File: src/rtl/adc_seq_pkg.sv
`timescale 1ns/1ps
package adc_seq_pkg;
    localparam int unsigned ADC_RES_W   = 10;
    localparam int unsigned ADC_DEPTH   = 32;
    localparam int unsigned ADC_NCH     = 16;
    localparam int unsigned ADC_CNT_W   = 5;

    typedef enum logic {
        MUX_A = 1'b0,
        MUX_B = 1'b1
    } mux_sel_e;
endpackage

File: src/rtl/adc_seq_ctrl.sv
`timescale 1ns/1ps
module adc_seq_ctrl #(
    parameter int unsigned DEPTH = adc_seq_pkg::ADC_DEPTH,
    parameter int unsigned CNT_W = adc_seq_pkg::ADC_CNT_W,
    localparam int unsigned AW   = $clog2(DEPTH)
) (
    input  logic             clk,
    input  logic             rst_n,
    input  logic             cfg_split,
    input  logic [CNT_W-1:0] cfg_count,
    input  logic             conv_done,
    output logic             wr_en,
    output logic [AW-1:0]    wr_addr,
    output logic             seq_end,
    output logic             irq,
    output logic             fill_upper
);
    localparam int unsigned HALF = DEPTH / 2;

    typedef struct packed {
        logic [AW-1:0]    ptr;
        logic [CNT_W-1:0] cnt;
        logic             half;
        logic             irq;
    } ctrl_st_t;

    ctrl_st_t st_d, st_q;

    logic [CNT_W:0]   full_len;
    logic [CNT_W:0]   seq_len;
    logic [CNT_W-1:0] last_idx;
    logic             at_last;

    always_comb begin
        full_len = {1'b0, cfg_count} + (CNT_W+1)'(1);
        if (cfg_split && (full_len > (CNT_W+1)'(HALF))) begin
            seq_len = (CNT_W+1)'(HALF);
        end else begin
            seq_len = full_len;
        end
        last_idx = CNT_W'(seq_len - (CNT_W+1)'(1));
        at_last  = (st_q.cnt >= last_idx);
    end

    always_comb begin
        st_d     = st_q;
        st_d.irq = 1'b0;
        if (conv_done) begin
            if (at_last) begin
                st_d.cnt = '0;
                st_d.irq = 1'b1;
                if (cfg_split) begin
                    st_d.half = ~st_q.half;
                    st_d.ptr  = {~st_q.half, {(AW-1){1'b0}}};
                end else begin
                    st_d.half = 1'b0;
                    st_d.ptr  = '0;
                end
            end else begin
                st_d.cnt = st_q.cnt + CNT_W'(1);
                st_d.ptr = st_q.ptr + AW'(1);
            end
        end
    end

    always_ff @(posedge clk) begin
        if (!rst_n) begin
            st_q <= '0;
        end else begin
            st_q <= st_d;
        end
    end

    assign wr_en      = conv_done;
    assign wr_addr    = st_q.ptr;
    assign seq_end    = conv_done && at_last;
    assign irq        = st_q.irq;
    assign fill_upper = st_q.half;

    p_cnt_bound_r1: assert property (@(posedge clk) disable iff (!rst_n)
        st_q.cnt <= last_idx)
        else $error("sequence counter beyond programmed length");

    p_irq_follows_conv_r1: assert property (@(posedge clk) disable iff (!rst_n)
        irq |-> $past(conv_done))
        else $error("interrupt without a stored result");

    p_ptr_in_half_r3: assert property (@(posedge clk) disable iff (!rst_n)
        cfg_split |-> (wr_addr[AW-1] == fill_upper))
        else $error("write pointer outside the filling half");

    p_single_lower_r4: assert property (@(posedge clk) disable iff (!rst_n)
        !cfg_split |-> !fill_upper)
        else $error("fill flag set in single mode");

    p_half_flip_r4: assert property (@(posedge clk) disable iff (!rst_n)
        (irq && cfg_split) |-> (fill_upper != $past(fill_upper)))
        else $error("half did not swap at interrupt");
endmodule

File: src/rtl/adc_seq_mux.sv
`timescale 1ns/1ps
module adc_seq_mux
    import adc_seq_pkg::*;
#(
    parameter int unsigned NCH = adc_seq_pkg::ADC_NCH,
    localparam int unsigned CW = $clog2(NCH)
) (
    input  logic           clk,
    input  logic           rst_n,
    input  logic           cfg_alt,
    input  logic           cfg_scan,
    input  logic [CW-1:0]  cfg_cha,
    input  logic [CW-1:0]  cfg_chb,
    input  logic [NCH-1:0] scan_mask,
    input  logic           conv_done,
    input  logic           restart,
    output logic [CW-1:0]  next_chan,
    output logic           next_is_b
);
    typedef struct packed {
        mux_sel_e      phase;
        logic [CW-1:0] pos;
    } mux_st_t;

    mux_st_t st_d, st_q;

    logic [CW-1:0] hit_idx, low_idx, scan_ch;
    logic          hit_any, low_any, use_scan;

    always_comb begin
        hit_any = 1'b0;
        low_any = 1'b0;
        hit_idx = '0;
        low_idx = '0;
        for (int i = 0; i < NCH; i++) begin
            if (scan_mask[i] && !low_any) begin
                low_any = 1'b1;
                low_idx = CW'(i);
            end
            if (scan_mask[i] && !hit_any && (CW'(i) >= st_q.pos)) begin
                hit_any = 1'b1;
                hit_idx = CW'(i);
            end
        end
        scan_ch  = hit_any ? hit_idx : low_idx;
        use_scan = cfg_scan && low_any;
    end

    always_comb begin
        st_d = st_q;
        if (conv_done) begin
            if (restart) begin
                st_d.phase = MUX_A;
                st_d.pos   = '0;
            end else begin
                if (cfg_alt) begin
                    st_d.phase = (st_q.phase == MUX_A) ? MUX_B : MUX_A;
                end else begin
                    st_d.phase = MUX_A;
                end
                if ((st_q.phase == MUX_A) && use_scan) begin
                    st_d.pos = (scan_ch == CW'(NCH-1)) ? '0 : scan_ch + CW'(1);
                end
            end
        end
    end

    always_ff @(posedge clk) begin
        if (!rst_n) begin
            st_q <= '{phase: MUX_A, pos: '0};
        end else begin
            st_q <= st_d;
        end
    end

    assign next_is_b = (st_q.phase == MUX_B);
    assign next_chan = next_is_b ? cfg_chb : (use_scan ? scan_ch : cfg_cha);

    p_alt_off_r5: assert property (@(posedge clk) disable iff (!rst_n)
        !cfg_alt |-> !next_is_b)
        else $error("secondary selection without alternation");

    p_alt_swaps_r6: assert property (@(posedge clk) disable iff (!rst_n)
        (cfg_alt && $past(conv_done) && !$past(restart)) |-> (next_is_b != $past(next_is_b)))
        else $error("alternation did not swap");

    p_restart_primary_r6: assert property (@(posedge clk) disable iff (!rst_n)
        $past(restart) |-> !next_is_b)
        else $error("sequence did not restart on primary");

    p_scan_hits_mask_r7: assert property (@(posedge clk) disable iff (!rst_n)
        (cfg_scan && (|scan_mask) && !next_is_b) |-> scan_mask[next_chan])
        else $error("scanned channel not enabled in mask");
endmodule

File: src/rtl/adc_seq_buf.sv
`timescale 1ns/1ps
module adc_seq_buf #(
    parameter int unsigned DEPTH = adc_seq_pkg::ADC_DEPTH,
    parameter int unsigned RES_W = adc_seq_pkg::ADC_RES_W,
    localparam int unsigned AW   = $clog2(DEPTH)
) (
    input  logic             clk,
    input  logic             rst_n,
    input  logic             we,
    input  logic [AW-1:0]    waddr,
    input  logic [RES_W-1:0] wdata,
    input  logic [AW-1:0]    raddr,
    output logic [RES_W-1:0] rdata
);
    logic [RES_W-1:0] mem_d [DEPTH];
    logic [RES_W-1:0] mem_q [DEPTH];

    for (genvar g = 0; g < DEPTH; g++) begin : g_word
        always_comb begin
            mem_d[g] = mem_q[g];
            if (we && (waddr == AW'(g))) begin
                mem_d[g] = wdata;
            end
        end

        always_ff @(posedge clk) begin
            if (!rst_n) begin
                mem_q[g] <= '0;
            end else begin
                mem_q[g] <= mem_d[g];
            end
        end
    end

    assign rdata = mem_q[raddr];

    p_write_lands_r9: assert property (@(posedge clk) disable iff (!rst_n)
        $past(we) |-> (mem_q[$past(waddr)] == $past(wdata)))
        else $error("stored word differs from written result");
endmodule

File: src/rtl/adc_seq_top.sv
`timescale 1ns/1ps
module adc_seq_top #(
    parameter int unsigned RES_W = adc_seq_pkg::ADC_RES_W,
    parameter int unsigned DEPTH = adc_seq_pkg::ADC_DEPTH,
    parameter int unsigned NCH   = adc_seq_pkg::ADC_NCH,
    parameter int unsigned CNT_W = adc_seq_pkg::ADC_CNT_W,
    localparam int unsigned AW   = $clog2(DEPTH),
    localparam int unsigned CW   = $clog2(NCH)
) (
    input  logic             clk,
    input  logic             rst_n,
    input  logic             cfg_split,
    input  logic             cfg_alt,
    input  logic             cfg_scan,
    input  logic [CNT_W-1:0] cfg_count,
    input  logic [CW-1:0]    cfg_cha,
    input  logic [CW-1:0]    cfg_chb,
    input  logic [NCH-1:0]   scan_mask,
    input  logic             conv_done,
    input  logic [RES_W-1:0] conv_data,
    output logic [CW-1:0]    next_chan,
    output logic             next_is_b,
    output logic             irq,
    output logic             fill_upper,
    input  logic [AW-1:0]    rd_addr,
    output logic [RES_W-1:0] rd_data
);
    logic          wr_en;
    logic [AW-1:0] wr_addr;
    logic          seq_end;

    adc_seq_ctrl #(.DEPTH(DEPTH), .CNT_W(CNT_W)) u_ctrl (
        .clk        (clk),
        .rst_n      (rst_n),
        .cfg_split  (cfg_split),
        .cfg_count  (cfg_count),
        .conv_done  (conv_done),
        .wr_en      (wr_en),
        .wr_addr    (wr_addr),
        .seq_end    (seq_end),
        .irq        (irq),
        .fill_upper (fill_upper)
    );

    adc_seq_mux #(.NCH(NCH)) u_mux (
        .clk       (clk),
        .rst_n     (rst_n),
        .cfg_alt   (cfg_alt),
        .cfg_scan  (cfg_scan),
        .cfg_cha   (cfg_cha),
        .cfg_chb   (cfg_chb),
        .scan_mask (scan_mask),
        .conv_done (conv_done),
        .restart   (seq_end),
        .next_chan (next_chan),
        .next_is_b (next_is_b)
    );

    adc_seq_buf #(.DEPTH(DEPTH), .RES_W(RES_W)) u_buf (
        .clk   (clk),
        .rst_n (rst_n),
        .we    (wr_en),
        .waddr (wr_addr),
        .wdata (conv_data),
        .raddr (rd_addr),
        .rdata (rd_data)
    );
endmodule

File: config.mk
export PLATFORM = sky130hd
export DESIGN_NAME = adc_seq_top
export DESIGN_NICKNAME = d
export VERILOG_FILES = /design/src/rtl/adc_seq_pkg.sv /design/src/rtl/adc_seq_ctrl.sv /design/src/rtl/adc_seq_mux.sv /design/src/rtl/adc_seq_buf.sv /design/src/rtl/adc_seq_top.sv
export SDC_FILE = /design/constraint.sdc
export NUM_CORES = 1
export LEC_CHECK = 0
export CORE_UTILIZATION = 45
export CTS_BUF_LIST = sky130_fd_sc_hd__clkbuf_16
export DETAILED_ROUTE_END_ITERATION = 8
export GPL_TIMING_DRIVEN = 0
export MAX_ROUTING_LAYER = met4
export PLACE_DENSITY = 0.67
export SYNTH_ARGS = -nofsm -noshare
export SYNTH_HDL_FRONTEND = slang
export SYNTH_HIERARCHICAL = 1
export SYNTH_SLANG_ARGS = --single-unit
File: constraint.sdc
create_clock -name clk -period 12.2 [get_ports clk]
set_input_delay 2.44 -clock clk [delete_from_list [all_inputs] [get_ports clk]]
set_output_delay 2.44 -clock clk [all_outputs]
set_load 0.01 [all_outputs]
==> flow_summary.yaml <==
sta:
  final_hold_viol_count: 0
  fmax_ghz: 0.128
  final.min_clock_period_ns: 7.80
  tightest_slew_ns: 1.04
  fin_setup_tns_ns: 0
  slew_headroom: 0.300
  finClkSkew_ns: 0.0228
  rsz0062_at_grt: "no"
  final.period_utilization: 0.640
  finalMaxSlewViolations: 0
  holdWs_ns: 0.486
  setup_violations: 0
global_routing:
  grt_pass1_vias: 10900
  grt_usage: 0.240
  antenna_found_initial: 1
  grt_max_degree: 16
  grt_pass1_wl_um: 66400
  grt_overflow: 0
synth:
  synth_mux_area_frac: 0.0975
  ys_types: 79
  synth_compound_area_frac: 0.0786
  synthSimpleGateAreaFrac: 0.192
  yosysTopAreaCell: "edfxtp_1"
  synthFlopType: "edfxtp_1"
  async_reset_ff_frac: 0
  yosys_register_bits: 337
  synth_nets: 1433
  syn-cell-area_um2: 17000
  synth.area.top_cells: "edfxtp_1 57%, and2_1 12%, mux2i_1 9.6%"
  synth_xor_area_frac: 0.00465
  synth_edf_count: 320
  ys_warn_count: 6
  synthCells: 1373
  synth_fa_ha_area_frac: 0.00738
  ys_seq_area_frac: 0.587
  synth_top_family_by_area: "simple AND/OR/NAND/NOR gates"
  synth_most_common_cell: "and2_1"
  avgSynthCellArea_um2: 12.4
  synth_top_area_share: 0.567
  synth_common_cells: "321 x and2_1, 320 x edfxtp_1, 163 x mux2i_1"
layout:
  area_growth_pct: 14.9
  finalNonFillerCells: 2022
  design_area_um2: 19500
  regArea_um2: 9950
  nets: 1553
  drive_above_1_share: 0.0929
  fillers: 3165
  n_antenna_cell: 0
  multi_input_area_um2: 6440
worst_hold_path:
  hold_path_end: "u_ctrl/fill_upper"
  hold_class: "flop to flop"
  min_from: "u_ctrl/fill_upper"
  hold_depth: 2
floorplan:
  coreArea_um2: 36900
  initial_core_util: 0.460
  die_area_um2: 38500
  die_x_um: 196
  dieHeight_um: 196
  ioPinCount: 67
  num_rows: 70
setup_path:
  cp.arrival_ns: 5.36
  crit_path_end_kind: "primary output"
  regToRegStartpoint: "u_ctrl/wr_addr[4]"
  reg2reg_depth: 5
  cp-start-kind: "input pin"
  worstReg2RegEnd: "u_buf/mem_q[3][7]"
  reg2reg_slack_ns: 9.68
  worstSetupPathType: "input pin to primary output"
  worstPathRequired_ns: 9.76
  worstPathMaxFanout: 10
run:
  maxCapViolations: 0
power:
  swShare: 0.236
  leakage_nw: 7.49
  power_switching_w: 0.000618
  ir_worst_vdd_uv: 102
  p_int_w: 0.00201
  seq_power_share: 0.503
  powerDensity_nw_per_um2: 135
  pwr-share-comb: 0.103
  p_clk_frac: 0.393
detailed_routing:
  antenna_left: 0
  wire_per_inst_um: 22.2
  first_iter_violations: 984
  vias: 11400
  viasPerCell: 5.65
  drt_first_pass_iters: 7
  drt-total-wl_um: 44800
  route.detailed.drc: 0
placed_design:
  placed_cells: 1957
  dpl-instance-area_um2: 18400
  place.gp.congestion: 0.938
  numPortBuffers: 65
  dp_hpwl_um: 31500
cts:
  postCtsHoldBufs: 0
  clk_pin_slew_ns: 0.05
  cts.htree.levels: 2
  cts-buffers-inserted: 38
  cts_resized: 0
  worstSkewPairLatency_ns: 0.54
  post-cts-setup-buffer-count: 0
  clockBufferDepth: 3
  cts_tree: "built"
  cts.sinks: 337
  cts_root_buf: "clkbuf_16"
outcome:
  status: "completed"
[metal layers]
layer  global-route usage  wire length, um  up-vias
li1                     -                -     5260
met1                0.325            18800     5613
met2                0.375            21000      463
met3               0.0321             3570       90
met4               0.0793             1440        0
met5                    -                0        -
[layout by cell type, fill, tap and decap left out, drive strengths merged, types with 5 or more instances in the layout]
master | Yosys | final
dfxtp | 17 | 17
nand4 | 16 | 16
and2 | 322 | 322
mux2i | 164 | 164
a21oi | 37 | 37
clkbuf | 43 | 82
nor3 | 15 | 15
nand2b | 7 | 7
a22o | 20 | 20
nand2 | 57 | 57
inv | 10 | 24
nor2b | 9 | 9
edfxtp | 320 | 320
nand3 | 41 | 41
ha | 10 | 10
a22oi | 41 | 41
clkdlybuf4s50 | 0 | 65
a31oi | 14 | 14
nand3b | 5 | 5
xor2 | 5 | 5
nor2 | 55 | 55
clkinv | 1 | 12
o21ai | 56 | 56
and2b | 5 | 5
buf | 48 | 63
[layout make-up]
type | instances | area share
tap | 504 | 0.0324
inverter | 11 | 0.00212
sequential | 337 | 0.511
clock buffer | 39 | 0.0501
buffer | 91 | 0.0270
timing repair buffer | 80 | 0.0392
multi-input combinational | 934 | 0.331
clock inverter | 26 | 0.00790
[state kept, by name, summed over array words and instances, names as in the netlist]
signal	cells
u_ctrl/wr_addr	5
u_mux/st_q	4
u_ctrl/st_q	5
u_ctrl/irq	1
u_ctrl/fill_upper	1
u_buf/mem_q	320
u_mux/next_is_b	1
[kinds of logic after synthesis]
| group | count (synthesis) |
|---|---|
| multiplexers | 164 |
| AO/OA/AOI/OAI | 196 |
| AND/OR/NAND/NOR | 555 |
| adder cells (fa/ha/maj) | 10 |
| flip-flops | 337 |
| buffers and inverters | 102 |
| XOR/XNOR | 9 |
[critical path, cell delays in order]
cell and delay (ns):
clkdlybuf4s50_1 0.55, nor2b_1 0.64, clkbuf_1 0.51, a22oi_1 0.26
a31oi_1 0.30, nand3_1 0.15, clkdlybuf4s50_1 0.50
[power by group through the flow]
stage	Clock, W	Combinational (W)	Sequential, W
final	0.00103	0.000271	0.00132
after global routing	0.00109	0.000289	0.00132
after CTS	0.00105	0.000269	0.00132
after detailed placement	0	0.000268	0.00134
after global placement	0	0.000259	0.00134
after floorplan	0	0.000155	0.00134
[how the worst max path moves through the flow]
stage | from | endpoint | slack (ns) | depth (start not counted)
after floorplan | scan_mask[0] | next_chan[3] | 5.81 | 9
after global placement | rd_addr[2] | rd_data[7] | 4.50 | 7
after detailed placement | rd_addr[2] | rd_data[7] | 4.48 | 7
after CTS | rd_addr[2] | rd_data[7] | 4.47 | 7
after global routing | scan_mask[0] | next_chan[3] | 4.31 | 11
final | rd_addr[2] | rd_data[7] | 4.40 | 7
[stage by stage]
step / worst slack [ns] / total power, W / utilization
floorplan: 5.81 / 0.00150 / -
global placement: 4.50 / 0.00160 / 0.495
detailed placement: 4.48 / 0.00161 / 0.498
CTS: 4.47 / 0.00264 / 0.528
global route: 4.31 / 0.00271 / 0.528
finish: 4.40 / 0.00262 / 0.528
No activity file was read; power rests on OpenSTA's default activity.
